==> src/rtl/rt_desc_pkg.sv <==
package rt_desc_pkg;

    localparam int RT_DW    = 16;
    localparam int RT_AW    = 16;
    localparam int RT_WCW   = 6;
    localparam int RT_IDXW  = 8;
    localparam int RT_CODEW = 5;

    localparam logic [RT_WCW-1:0]   CNT_DESC_LAST = RT_WCW'(2);
    localparam logic [RT_WCW-1:0]   CNT_WB_LAST   = RT_WCW'(3);
    localparam logic [RT_AW-1:0]    OFS_CTRL      = RT_AW'(0);
    localparam logic [RT_AW-1:0]    OFS_MSL       = RT_AW'(1);
    localparam logic [RT_AW-1:0]    OFS_DLP       = RT_AW'(2);
    localparam logic [RT_CODEW-1:0] MC_INT_A      = RT_CODEW'(18);
    localparam logic [RT_CODEW-1:0] MC_INT_B      = RT_CODEW'(19);

    typedef enum logic [2:0] {
        ST_IDLE, ST_DESC, ST_WAIT, ST_XFER, ST_WB, ST_DONE
    } seq_state_e;

    typedef struct packed {
        logic                tx;
        logic                is_mode;
        logic [RT_CODEW-1:0] code;
        logic [RT_WCW-1:0]   wcount;
        logic [RT_AW-1:0]    base;
    } cmd_t;

    typedef struct packed {
        logic [RT_DW-1:0] ctrl;
        logic [RT_AW-1:0] msl;
        logic [RT_AW-1:0] dlp;
    } desc_t;

    function automatic logic f_internal_word(cmd_t c);
        return c.is_mode && (c.code == MC_INT_A || c.code == MC_INT_B);
    endfunction

    function automatic logic f_no_writeback(cmd_t c);
        return c.is_mode && (c.wcount == '0);
    endfunction

    function automatic logic [RT_DW-1:0] f_step_ctrl(logic [RT_DW-1:0] w);
        if (w[RT_IDXW-1:0] == '0) return w;
        return {w[RT_DW-1:RT_IDXW], w[RT_IDXW-1:0] - 1'b1};
    endfunction

endpackage

==> src/rtl/rt_seq_fsm.sv <==
module rt_seq_fsm
    import rt_desc_pkg::*;
(
    input  logic              clk,
    input  logic              rst,
    input  logic              rt_enable,
    input  logic              cmd_valid,
    input  cmd_t              cmd_in,
    input  logic              word_done,
    input  logic              ser_tx_req,
    input  logic              ser_rx_valid,
    input  logic              ser_msg_end,
    output seq_state_e        state,
    output logic [RT_WCW-1:0] cnt,
    output cmd_t              cmd_q,
    output logic              rx_take,
    output logic              end_take
);

    logic need_data;
    logic tx_take;

    assign need_data = (cnt < cmd_q.wcount) && !f_internal_word(cmd_q);
    assign end_take  = (state == ST_WAIT) && ser_msg_end;
    assign rx_take   = (state == ST_WAIT) && !ser_msg_end && need_data &&
                       !cmd_q.tx && ser_rx_valid;
    assign tx_take   = (state == ST_WAIT) && !ser_msg_end && need_data &&
                       cmd_q.tx && ser_tx_req;

    always_ff @(posedge clk) begin
        if (rst) begin
            state <= ST_IDLE;
            cnt   <= '0;
            cmd_q <= '0;
        end else begin
            case (state)
                ST_IDLE: if (cmd_valid && rt_enable) begin
                    cmd_q <= cmd_in;
                    cnt   <= '0;
                    state <= ST_DESC;
                end
                ST_DESC: if (word_done) begin
                    if (cnt == CNT_DESC_LAST) begin
                        cnt   <= '0;
                        state <= ST_WAIT;
                    end else begin
                        cnt <= cnt + 1'b1;
                    end
                end
                ST_WAIT: begin
                    if (end_take) begin
                        cnt   <= '0;
                        state <= f_no_writeback(cmd_q) ? ST_DONE : ST_WB;
                    end else if (rx_take || tx_take) begin
                        state <= ST_XFER;
                    end
                end
                ST_XFER: if (word_done) begin
                    cnt   <= cnt + 1'b1;
                    state <= ST_WAIT;
                end
                ST_WB: if (word_done) begin
                    if (cnt == CNT_WB_LAST) state <= ST_DONE;
                    else                    cnt   <= cnt + 1'b1;
                end
                default: state <= ST_IDLE;
            endcase
        end
    end

    // a disabled terminal never leaves idle
    p_disabled_quiet_r1: assert property (@(posedge clk) disable iff (rst)
        (state == ST_IDLE && !rt_enable) |=> (state == ST_IDLE));

endmodule

==> src/rtl/rt_desc_store.sv <==
module rt_desc_store
    import rt_desc_pkg::*;
(
    input  logic              clk,
    input  logic              rst,
    input  seq_state_e        state,
    input  logic [RT_WCW-1:0] cnt,
    input  cmd_t              cmd_q,
    input  logic              word_done,
    input  logic [RT_DW-1:0]  dma_rdata,
    input  logic              rx_take,
    input  logic              end_take,
    input  logic [RT_DW-1:0]  ser_rx_data,
    input  logic [RT_DW-1:0]  msg_status,
    input  logic              msg_err_in,
    output logic [RT_AW-1:0]  dma_addr,
    output logic [RT_DW-1:0]  dma_wdata,
    output logic [RT_DW-1:0]  ser_tx_data,
    output logic              ser_tx_valid,
    output logic              msg_err
);

    desc_t            desc;
    logic [RT_DW-1:0] rx_q;
    logic [RT_DW-1:0] msw_q;
    logic             idx_zero;
    logic             hold_dlp;
    logic [RT_AW-1:0] dlp_next;
    logic [RT_AW-1:0] msl_next;
    logic [RT_DW-1:0] ctrl_next;

    always_ff @(posedge clk) begin
        if (rst) begin
            desc         <= '0;
            rx_q         <= '0;
            msw_q        <= '0;
            msg_err      <= 1'b0;
            ser_tx_data  <= '0;
            ser_tx_valid <= 1'b0;
        end else begin
            ser_tx_valid <= 1'b0;
            if (state == ST_DESC && word_done) begin
                case (cnt[1:0])
                    2'd0:    desc.ctrl <= dma_rdata;
                    2'd1:    desc.msl  <= RT_AW'(dma_rdata);
                    default: desc.dlp  <= RT_AW'(dma_rdata);
                endcase
            end
            if (rx_take) rx_q <= ser_rx_data;
            if (end_take) begin
                msw_q   <= msg_status;
                msg_err <= msg_err_in;
            end
            if (state == ST_XFER && cmd_q.tx && word_done) begin
                ser_tx_data  <= dma_rdata;
                ser_tx_valid <= 1'b1;
            end
        end
    end

    assign idx_zero  = (desc.ctrl[RT_IDXW-1:0] == '0);
    assign hold_dlp  = msg_err || f_internal_word(cmd_q) || idx_zero;
    assign dlp_next  = hold_dlp ? desc.dlp : desc.dlp + RT_AW'(cmd_q.wcount);
    assign msl_next  = idx_zero ? desc.msl : desc.msl + 1'b1;
    assign ctrl_next = f_step_ctrl(desc.ctrl);

    always_comb begin
        dma_addr  = '0;
        dma_wdata = '0;
        case (state)
            ST_DESC: dma_addr = cmd_q.base + RT_AW'(cnt);
            ST_XFER: begin
                dma_addr  = desc.dlp + RT_AW'(cnt);
                dma_wdata = rx_q;
            end
            ST_WB: begin
                case (cnt[1:0])
                    2'd0: begin dma_addr = desc.msl;                 dma_wdata = msw_q; end
                    2'd1: begin dma_addr = cmd_q.base + OFS_DLP;     dma_wdata = RT_DW'(dlp_next); end
                    2'd2: begin dma_addr = cmd_q.base + OFS_MSL;     dma_wdata = RT_DW'(msl_next); end
                    default: begin dma_addr = cmd_q.base + OFS_CTRL; dma_wdata = ctrl_next; end
                endcase
            end
            default: ;
        endcase
    end

endmodule

==> src/rtl/rt_msg_dma_seq.sv <==
module rt_msg_dma_seq
    import rt_desc_pkg::*;
(
    input  logic                clk,
    input  logic                rst,
    input  logic                rt_enable,
    input  logic                cmd_valid,
    input  logic                cmd_tx,
    input  logic                cmd_is_mode,
    input  logic [RT_CODEW-1:0] cmd_code,
    input  logic [RT_WCW-1:0]   cmd_wcount,
    input  logic [RT_AW-1:0]    cmd_base,
    input  logic                ser_tx_req,
    output logic                ser_tx_valid,
    output logic [RT_DW-1:0]    ser_tx_data,
    input  logic                ser_rx_valid,
    input  logic [RT_DW-1:0]    ser_rx_data,
    input  logic                ser_msg_end,
    input  logic                ser_msg_err,
    input  logic [RT_DW-1:0]    ser_msg_status,
    output logic                dma_req,
    input  logic                dma_gnt,
    input  logic                dma_ack,
    output logic                dma_burst,
    output logic                dma_we,
    output logic [RT_AW-1:0]    dma_addr,
    output logic [RT_DW-1:0]    dma_wdata,
    input  logic [RT_DW-1:0]    dma_rdata,
    output logic                msg_done,
    output logic                msg_err
);

    seq_state_e        state;
    logic [RT_WCW-1:0] cnt;
    cmd_t              cmd_in;
    cmd_t              cmd_q;
    logic              rx_take;
    logic              end_take;
    logic              word_done;

    always_comb begin
        cmd_in.tx      = cmd_tx;
        cmd_in.is_mode = cmd_is_mode;
        cmd_in.code    = cmd_code;
        cmd_in.wcount  = cmd_wcount;
        cmd_in.base    = cmd_base;
    end

    assign dma_req   = (state == ST_DESC) || (state == ST_XFER) || (state == ST_WB);
    assign dma_burst = (state == ST_DESC) || (state == ST_WB);
    assign dma_we    = (state == ST_WB) || (state == ST_XFER && !cmd_q.tx);
    assign word_done = dma_req && dma_gnt && dma_ack;
    assign msg_done  = (state == ST_DONE);

    rt_seq_fsm u_fsm (
        .clk          (clk),
        .rst          (rst),
        .rt_enable    (rt_enable),
        .cmd_valid    (cmd_valid),
        .cmd_in       (cmd_in),
        .word_done    (word_done),
        .ser_tx_req   (ser_tx_req),
        .ser_rx_valid (ser_rx_valid),
        .ser_msg_end  (ser_msg_end),
        .state        (state),
        .cnt          (cnt),
        .cmd_q        (cmd_q),
        .rx_take      (rx_take),
        .end_take     (end_take)
    );

    rt_desc_store u_store (
        .clk          (clk),
        .rst          (rst),
        .state        (state),
        .cnt          (cnt),
        .cmd_q        (cmd_q),
        .word_done    (word_done),
        .dma_rdata    (dma_rdata),
        .rx_take      (rx_take),
        .end_take     (end_take),
        .ser_rx_data  (ser_rx_data),
        .msg_status   (ser_msg_status),
        .msg_err_in   (ser_msg_err),
        .dma_addr     (dma_addr),
        .dma_wdata    (dma_wdata),
        .ser_tx_data  (ser_tx_data),
        .ser_tx_valid (ser_tx_valid),
        .msg_err      (msg_err)
    );

    // an unfinished request keeps its address and direction
    p_req_hold_r3: assert property (@(posedge clk) disable iff (rst)
        (dma_req && !word_done) |=> (dma_req && $stable(dma_addr) && $stable(dma_we)));

    // a transmit word is offered only after a completed read
    p_tx_valid_src_r4: assert property (@(posedge clk) disable iff (rst)
        ser_tx_valid |-> $past(word_done && !dma_we));

    // mode code without data goes straight to completion
    p_skip_wb_r8: assert property (@(posedge clk) disable iff (rst)
        (end_take && f_no_writeback(cmd_q)) |=> (msg_done && !dma_req));

    // completion follows a finished transfer or the end strobe
    p_done_src_r12: assert property (@(posedge clk) disable iff (rst)
        msg_done |-> ($past(word_done) || $past(end_take)));

    p_done_pulse_r12: assert property (@(posedge clk) disable iff (rst)
        msg_done |=> !msg_done);

endmodule

==> config.mk <==
export PLATFORM = sky130hd
export DESIGN_NAME = rt_msg_dma_seq
export DESIGN_NICKNAME = d
export VERILOG_FILES = /design/src/rtl/rt_desc_pkg.sv /design/src/rtl/rt_seq_fsm.sv /design/src/rtl/rt_desc_store.sv /design/src/rtl/rt_msg_dma_seq.sv
export SDC_FILE = /design/constraint.sdc
export NUM_CORES = 1
export LEC_CHECK = 0
export BUFFER_PORTS_ARGS = -buffer_cell sky130_fd_sc_hd__buf_4
export CORE_MARGIN = 4
export CORE_UTILIZATION = 45
export CTS_BUF_LIST = sky130_fd_sc_hd__clkbuf_8
export DETAILED_ROUTE_END_ITERATION = 12
export PLACE_DENSITY = 0.69
export SETUP_SLACK_MARGIN = 0.05
export SLEW_MARGIN = 20
export SYNTH_ARGS = -nofsm -noshare
export SYNTH_HDL_FRONTEND = slang
export SYNTH_SLANG_ARGS = --single-unit
export TNS_END_PERCENT = 50
==> constraint.sdc <==
create_clock -name clk -period 3.5 [get_ports clk]
set_input_delay 0.525 -clock clk [delete_from_list [all_inputs] [get_ports clk]]
set_output_delay 0.525 -clock clk [all_outputs]
set_load 0.01 [all_outputs]
Word level (Yosys, flattened, before mapping). Index checks and enable logic that the tools add are counted.

Input bits: 87. Register bits after elaboration: 136. Word-level logic and storage cells: 113.

Multiplexer cells: 28. $lt $le $gt $ge: 1. Add/subtract/negate cells: 8. Equality and inequality tests: 20. Bitwise logic cells: 1. Reductions and logical operators: 40.

Operator list (number): 16-bit case mux with 3 select lines (3); 16-bit 2-to-1 mux (4); 16-bit by 6-bit adder with 16-bit output (3); 6-bit 2-to-1 mux (7); 16-bit by 1-bit adder with 16-bit output (second input constant) (2); 16-bit case mux with 2 select lines (1); 6-bit case mux with 5 select lines (1); 3-bit 2-to-1 mux (8); 1-bit logical AND (17); 16-bit by 2-bit adder with 16-bit output (second input constant) (1); 3-bit case mux with 5 select lines (1); 7-bit AND reduction (2); 6-bit by 2-bit == test with 1-bit output (second input constant) (2); 2-bit by 1-bit != test with 1-bit output (second input constant) (6); 5-bit == test (second input constant) (2); 8-bit logical NOT (1); 1-bit logical OR (8); 2-bit AND reduction (4); 8-bit by 1-bit subtractor with 8-bit output (second input constant) (1); 6-bit by 1-bit adder with 6-bit output (second input constant) (1); 3-bit by 2-bit == test with 1-bit output (second input constant) (2); 3-bit == test (second input constant) (2); 6-bit logical NOT (1); 6-bit less-than comparator (1); other kinds (12) (17).

Logic depth before layout (Yosys ltp). Gate-level depths: netlist (run 1).

Word-level depth: 12. Gate-level depth with buffers: 15. Mapped depth without buffers: 11.

Modules after synthesis. From an unflattened synthesis (run 1), not the netlist that was laid out.

Cell total of the unflattened synthesis: 1127. Area total of the unflattened synthesis: 8338.0 um2.

Modules (own cells, without submodules): rt_desc_store (area each 6496.2 um2, sequential area each 1961.9 um2, cells each 896, times used 1); rt_seq_fsm (area each 1775.5 um2, sequential area each 760.7 um2, cells each 221, times used 1); rt_msg_dma_seq (area each 66.3 um2, sequential area each 0.0 um2, cells each 10, times used 1).

Worst setup path after synthesis (run 1). OpenSTA, ideal clock, no wires.

Kind: reg-to-output. From: register u_fsm.state[1]. To: output port dma_addr[14]. Path slack: -115 ps. Arrival time: 3090 ps. Stages on the path, launching flop included: 16. Path buffers: 4. Data required time: 2975 ps. Path through: dfxtp_1 -> buf_2 -> and3b_1 -> buf_2 -> buf_2 -> clkbuf_1 -> nand2_1 -> nand2_1 -> ha_1 -> fa_1 -> a211oi_1 -> nor2_1 -> o311ai_1 -> nor2_1 -> xor2_1 -> o22ai_1.

Word-level cells in the longest chain between the ends: 2.

RTL lines: start, declared (line rt_seq_fsm.sv:13) `output seq_state_e state,`; start signal, assigned (line rt_seq_fsm.sv:53) `state <= f_no_writeback(cmd_q) ? ST_DONE : ST_WB;`; 3-bit == test (tied with other cells) (line rt_desc_store.sv:70) `case (state)`; 16-bit case mux with 3 select lines (*) (line rt_desc_store.sv:70); end, declared (line rt_msg_dma_seq.sv:26) `output logic [RT_AW-1:0] dma_addr,`.

Mark *: on every way between the ends. The rest lies on a longest branch, timed or not.

Worst setup path in the final report (run 1).
From: register u_fsm.state[1]. To: output port dma_addr[7].

Same word-level chain as after synthesis.

==> impl_metrics.env, run 1 <==
export IMPL_yosys_area_share_simple=0.246
export IMPL_synthAdderAreaFrac=0.0434
export IMPL_power_switching_mw=0.954
export IMPL_dr_pass1_iters=8
export IMPL_via_count=9047
export IMPL_path_clk_slew_ns=0.09
export IMPL_crit_path_cell_trace="and3b_2 -> buf_6 -> buf_12 -> nand2_4 -> nand2_4 -> ha_4 -> or2_4 -> o31a_1 -> buf_4 -> nand3_1 -> xor2_1 -> o31ai_2 -> buf_4"
export IMPL_tightestPinTransition_ns=0.955
export IMPL_wl_met2_um=13400
export IMPL_yosys_top_cells_area="dfxtp_1, nand2_1, a21oi_1, mux2i_1, ha_1"
export IMPL_pwr_share_comb=0.119
export IMPL_wl_met3_um=2840
export IMPL_synth_async_reset_ratio=0
export IMPL_fin_crit_ns=3.49
export IMPL_n_antenna_cell=0
export IMPL_power_density_nw_per_um2=313
export IMPL_synth_nets=1249
export IMPL_syn_area_sq_um=8420
export IMPL_dieWidth_um=145
export IMPL_drtIter0Drc=1128
export IMPL_vdd_drop_max_mv=0.255
export IMPL_synth_edf_count=0
export IMPL_synthXorXnorAreaFrac=0.0489
export IMPL_path_class="flop to output pin"
export IMPL_synthToLayoutAreaGrowth_pct=25.4
export IMPL_nets=1382
export IMPL_place_gp_congestion=0.980
export IMPL_slew_headroom=0.361
export IMPL_slowest_delay_ns=0.34
export IMPL_dieArea_sq_um=21000
export IMPL_h_tree_depth=4
export IMPL_crit_slowest_cell="dfxtp_2"
export IMPL_dp_final_hpwl_um=20800
export IMPL_clock_sinks=135
export IMPL_final_core_util=0.581
export IMPL_core_sq_um=18100
export IMPL_setup_worst_path_start_class="flop"
export IMPL_final_common_cell="nand2_1"
export IMPL_dr_max_layer_used="met4"
export IMPL_worstPathArrival_ns=2.97
export IMPL_routed_wl_um=30000
export IMPL_antenna_found_initial=0
export IMPL_viasPerCell=6.00
export IMPL_wl_met1_um=12800
export IMPL_layout_common_cells="nand2_1, buf_4, a21oi_1, dfxtp_1, nor2_1"
export IMPL_rows=49
export IMPL_path_buf_inv=4
export IMPL_p_leak_nw=4.12
export IMPL_yosysTopAreaCellShare=0.321
export IMPL_drive_gt1_frac=0.230
export IMPL_setup_violations=0
export IMPL_initial_core_util=0.464
export IMPL_drc=0
export IMPL_synth_top_family_by_area="simple AND/OR/NAND/NOR gates"
export IMPL_synthMuxAreaShare=0.0660
export IMPL_grt_pass1_vias=8469
export IMPL_worst_r2r_path_depth=7
export IMPL_hold_buffers=0
export IMPL_status="finished, final reports clean"
export IMPL_finalNonFillerCells=1509
export IMPL_fp_dieH_um=145
export IMPL_rr_startpoint="u_fsm.state[2]"
export IMPL_synth_seq_cells=135
export IMPL_p_clk_frac=0.400
export IMPL_synth_warning_count=0
export IMPL_p_int_mw=2.35
export IMPL_swShare=0.289
export IMPL_track_usage=0.278
export IMPL_port_buffers=139
export IMPL_r2r_end="u_store.desc[30]"
export IMPL_drtAntennaViolNets=0
export IMPL_cts_buffers=17
export IMPL_grt_max_degree=73
export IMPL_dp_cells=1450
export IMPL_min_to="u_store.rx_q[0]"
export IMPL_overflow=0
export IMPL_max_freq_mhz=286
export IMPL_p_seq_frac=0.481
export IMPL_synth_flop_cell="dfxtp_1"
export IMPL_post_synth_num_cell_types=75
export IMPL_reg2reg_slack_ns=1.06
export IMPL_syn_inst=1134
export IMPL_holdPathStages=3
export IMPL_clock_latency_ns=0.46
export IMPL_synth_compound_area_frac=0.225
export IMPL_period_share=0.998
export IMPL_post_drt_wl_per_cell_um=19.9
export IMPL_synth_seq_area_share=0.321
export IMPL_cp_end_kind="output pin"
export IMPL_worst_ep_required_time_ns=2.97
export IMPL_fin_skew_ns=0.0179
export IMPL_finalHoldViolations=0
export IMPL_cap_violations=0
export IMPL_slew_violations=0
export IMPL_crit_fanout=4
export IMPL_rsz0062_at_grt="true"
export IMPL_hold_class="input port to flop"
export IMPL_crit_family="buffers and inverters"
export IMPL_synth_top_cell_by_area="dfxtp_1"
export IMPL_cts_root_buf="clkbuf_8"
export IMPL_min_from="ser_rx_data[0]"
export IMPL_syn_avg_cell_area_sq_um=7.42
export IMPL_clock_path_buffers=2
export IMPL_boundaryPins=141
export IMPL_cts_tree="done"
export IMPL_grt_pass1_wl_um=45900
[cells in the mapped netlist, types with 4 or more instances]
master,count
xor2_1,21
nor2_1,73
or4_1,5
a21oi_1,167
nor2b_1,4
dfxtp_1,135
o22ai_1,13
a31oi_1,5
a211oi_1,9
mux2i_1,45
a22o_1,4
mux2_2,8
nand3_1,40
and2_1,4
and4_1,4
xnor2_1,26
nor3b_1,4
ha_1,26
o31a_1,7
nor4_1,6
clkbuf_1,62
nor3_1,16
nand2b_1,9
nand2_1,243
a221o_1,5
buf_2,12
inv_1,20
a22oi_1,7
a221oi_1,7
nand4_1,15
a21o_1,6
and3_1,10
o31ai_1,7
o21ai_0,46
[cell type report]
cell class	instances	area, sq um
multi-input cells	899	5560
fillers	1701	7600
inverters	20	75.1
repair buffers	194	1530
clock inverters	13	135
flip-flops and latches	135	2710
well taps	229	287
clock buffers	19	262
[worst min-delay path: cells and delay by family]
kind	cells	cell delay, ns
and+or+nand+nor	1	0.07
muxes	1	0.05
buffers and inverters	1	0.08
[timing repair]
item / 4_1_cts / 5_1_grt
endpoints found under the hold margin: 0 / 0
cloned: 2 / 0
endpoints found under the setup margin: 19 / 29
resized for setup: 18 / 42
buffers inserted: 7 / 18
pin swaps: 7 / 28
[how the worst max path moves through the flow]
stage                         startpoint            to  depth (start not counted)
final                     u_fsm.state[1]   dma_addr[7]                         13
after global routing      u_fsm.state[1]  dma_addr[13]                         13
after CTS                 u_fsm.state[2]  dma_addr[12]                         12
after detailed placement  u_fsm.state[2]  dma_addr[12]                         12
after global placement    u_fsm.state[2]  dma_addr[14]                         12
after floorplan           u_fsm.state[1]  dma_addr[14]                         15
[logic make-up after synthesis]
logic type | Yosys count
muxes | 54
buffers and inverters | 101
DFF | 135
and+or+nand+nor | 454
AOI/OAI and AO/OA | 315
xor gates and xnor gates | 47
adders and majority gates | 28
[flip-flops by register name, indices dropped and copies added, names as in the netlist]
signal	cells
u_fsm.cnt	6
u_store.desc	48
u_fsm.state	3
u_store.rx_q	16
u_store.ser_tx_data	16
u_store.msw_q	16
u_store.msg_err	1
u_fsm.cmd_q	28
u_store.ser_tx_valid	1
[layer usage]
| layer | vias to the layer above | GRT usage |
|---|---|---|
| met5 | - | 0 |
| met4 | 0 | 0.100 |
| met3 | 91 | 0.0500 |
| met2 | 498 | 0.431 |
| met1 | 4195 | 0.389 |
| li1 | 4263 | - |
[power by group through the flow]
stage	clock, mW	sequential [mW]	combinational [mW]
floorplan	0	1.61	0.207
global route	1.39	1.59	0.426
detailed placement	0	1.62	0.347
global placement	0	1.62	0.343
CTS	1.33	1.59	0.364
finish	1.32	1.59	0.393
[per-stage QoR]
stage / area [sq um] / setup TNS [ns] / total power, mW / hold WS [ns] / worst slack, ns
finish: 10600 / 0 / 3.31 / 0.296 / 0.00632
global route: 10600 / -0.340 / 3.41 / 0.287 / -0.0770
CTS: 10200 / 0 / 3.29 / 0.281 / 0.00464
detailed placement: 9680 / 0 / 1.97 / 0.448 / 0.290
global placement: 9680 / 0 / 1.97 / 0.445 / 0.296
floorplan: 8450 / 0 / 1.82 / 0.433 / 0.0934
No activity file was read; power rests on OpenSTA's default activity.
==> run 2, diff against run 1 <==
- PLACE_DENSITY: 0.69 -> 0.66
- SYNTH_HIERARCHICAL: not set -> 1
- clock period: 3.5 -> 3.3 ns (I/O delays scaled with it)
==> run 2 against run 1 <==
  * The flow now finishes with violations (setup timing)
  * Critical path type unchanged
  * Worst setup slack worse by 0.13 ns
  * Clock power is 20% higher
  * Routed wire length is 0.69% higher
  * First-iteration DRC count is 20% lower
  * Sequential power is 13% higher
  * Cell count is 0.60% higher
  * Cell area is 0.83% higher
  * Critical path depth stayed put
  * Register-to-register slack worse by 0.40 ns
==> impl_metrics.env, run 2 <==
export IMPL_status="complete, but fails checks"
export IMPL_violations="setup timing"
export IMPL_crit_slowest_cell="fa_2"
export IMPL_power_switching_mw=1.88
export IMPL_tightestPinTransition_ns=0.962
export IMPL_hold_ws_ns=0.271
export IMPL_fin_skew_ns=0.0103
export IMPL_p_seq_frac=0.357
export IMPL_setup_worst_path_start_class="flop"
export IMPL_cap_violations=0
export IMPL_setup_tns_ns=-0.575
export IMPL_path_class="flop to output pin"
export IMPL_grt_pass1_vias=8051
export IMPL_overflow=0
export IMPL_dp_final_hpwl_um=22400
export IMPL_drtIter0Drc=901
export IMPL_syn_area_sq_um=8310
export IMPL_slew_violations=0
export IMPL_placed_cell_area_sq_um=9810
export IMPL_synth_nets=1236
export IMPL_power_density_nw_per_um2=474
export IMPL_dp_slack_ns=0.151
export IMPL_drive_gt1_frac=0.244
export IMPL_largest_reg_flops=48
export IMPL_boundaryPins=141
export IMPL_p_clk_frac=0.313
export IMPL_max_freq_mhz=292
export IMPL_port_buffers=139
export IMPL_hold_class="input port to flop"
export IMPL_place_gp_congestion=0.979
export IMPL_worstPathArrival_ns=2.93
export IMPL_grt_pass1_wl_um=45500
export IMPL_core_sq_um=18100
export IMPL_top_regs="u_store/desc x48, u_fsm/cmd_q x28"
export IMPL_grt_max_degree=66
export IMPL_finalPower_mw=5.05
export IMPL_cp_end_kind="output pin"
export IMPL_cts_root_buf="clkbuf_8"
export IMPL_rsz0062_at_grt="true"
export IMPL_antenna_found_initial=0
export IMPL_nets=1389
export IMPL_final_common_cell="nand2_1"
export IMPL_p_int_mw=3.17
export IMPL_period_share=1.04
export IMPL_grt_use_met2=0.435
export IMPL_slowest_delay_ns=0.35
export IMPL_p_leak_nw=4.00
export IMPL_crit_family="compound AO/OA/AOI/OAI gates"
export IMPL_path_buf_inv=1
export IMPL_drtAntennaViolNets=0
export IMPL_viasPerCell=5.88
export IMPL_synthToLayoutAreaGrowth_pct=28.1
export IMPL_path_clk_slew_ns=0.09
export IMPL_rows=49
export IMPL_dieArea_sq_um=20700
export IMPL_pwr_share_comb=0.329
export IMPL_worst_path_most_repeated_cell="o21ai_1"
export IMPL_dr_pass1_iters=5
export IMPL_busiest_layer="met2"
export IMPL_cts_buffers=17
export IMPL_track_usage=0.286
export IMPL_initial_core_util=0.459
export IMPL_fp_dieH_um=144
export IMPL_fin_area_sq_um=10600
export IMPL_dp_cells=1476
export IMPL_via_count=8933
export IMPL_clock_sinks=135
export IMPL_fin_crit_ns=3.42
export IMPL_vdd_drop_max_mv=0.281
export IMPL_grtUsageMet1=0.399
export IMPL_routed_wl_um=30200
export IMPL_final_core_util=0.588
export IMPL_cts_tree="done"
export IMPL_post_drt_wl_per_cell_um=19.9
export IMPL_grtUsageMet3=0.0662
export IMPL_syn_inst=1123
export IMPL_finalHoldViolations=0
export IMPL_h_tree_depth=4
export IMPL_clock_path_buffers=2
export IMPL_swShare=0.372
export IMPL_clock_latency_ns=0.46
export IMPL_worst_slack_ns=-0.122
export IMPL_worst_ep_required_time_ns=2.80
export IMPL_largest_register="u_store/desc"
export IMPL_synth_warning_count=6
export IMPL_finalNonFillerCells=1518
export IMPL_setup_violations=8
export IMPL_final_fill_count=1702
export IMPL_crit_fanout=6
export IMPL_syn_avg_cell_area_sq_um=7.40
export IMPL_n_antenna_cell=0
export IMPL_dieWidth_um=144
export IMPL_slew_headroom=0.359
export IMPL_crit_path_cell_trace="nor2b_4 -> and2_4 -> nand2_1 -> o21ai_1 -> ha_2 -> fa_2 -> a211oi_2 -> o21ai_1 -> nand3b_1 -> nor2_1 -> xnor2_1 -> a221o_1 -> buf_6"
export IMPL_layout_common_cells="nand2_1, buf_4, a21oi_1, dfxtp_1, nor2_1"
export IMPL_drc=0
-- run 2: routing by layer --
metal / vias to the layer above / part of all wire
met2: 426 / 0.45
met3: 65 / 0.091
met5: - / 0
met1: 4184 / 0.43
li1: 4258 / -
met4: 0 / 0.028
-- run 2: worst paths after layout --
path	from	to	slack, ns	cells after the start
hold reg to reg	u_store/ser_tx_data[6]	u_store/ser_tx_data[6]	0.46	2
setup / recovery	u_fsm/state[0]	dma_addr[10]	-0.12	13
setup reg to reg	u_fsm/state[0]	u_store/desc[8]	0.66	8
hold / removal	ser_msg_status[11]	u_store/msw_q[11]	0.27	3
-- run 2: power groups by stage --
stage / Clock, mW / Sequential, mW / Combinational (mW)
6_report: 1.58 / 1.80 / 1.66
5_1_grt: 1.68 / 1.81 / 1.81
4_1_cts: 1.61 / 1.80 / 1.61
3_5_place_dp: 0 / 1.84 / 1.57
3_3_place_gp: 0 / 1.83 / 1.56
2_1_floorplan: 0 / 1.82 / 0.979
-- run 2: final cells by class --
class | count | area [sq um] | area share
clock inverters | 15 | 215 | 0.0202
well taps | 229 | 287 | 0.0269
repair buffers | 203 | 1580 | 0.148
clock buffers | 17 | 234 | 0.0220
flip-flops and latches | 135 | 2720 | 0.256
multi-input cells | 893 | 5510 | 0.518
inverters | 26 | 97.6 | 0.00917
-- run 2: worst register-to-register path, stage by stage (launching register included) --
cell	delay, ns
dfxtp_4	0.34
buf_4	0.13
buf_4	0.19
or3b_4	0.40
a21oi_2	0.29
nor3b_1	0.38
nand2_1	0.49
nand2_1	0.20
a21oi_1	0.09
-- run 2: repair_timing --
action                     in CTS  in global routing
hold buffers                    0                  0
setup endpoints to repair      19                 22
setup buffers                   4                  6
resized for setup              34                 46
pin swaps                      18                 28
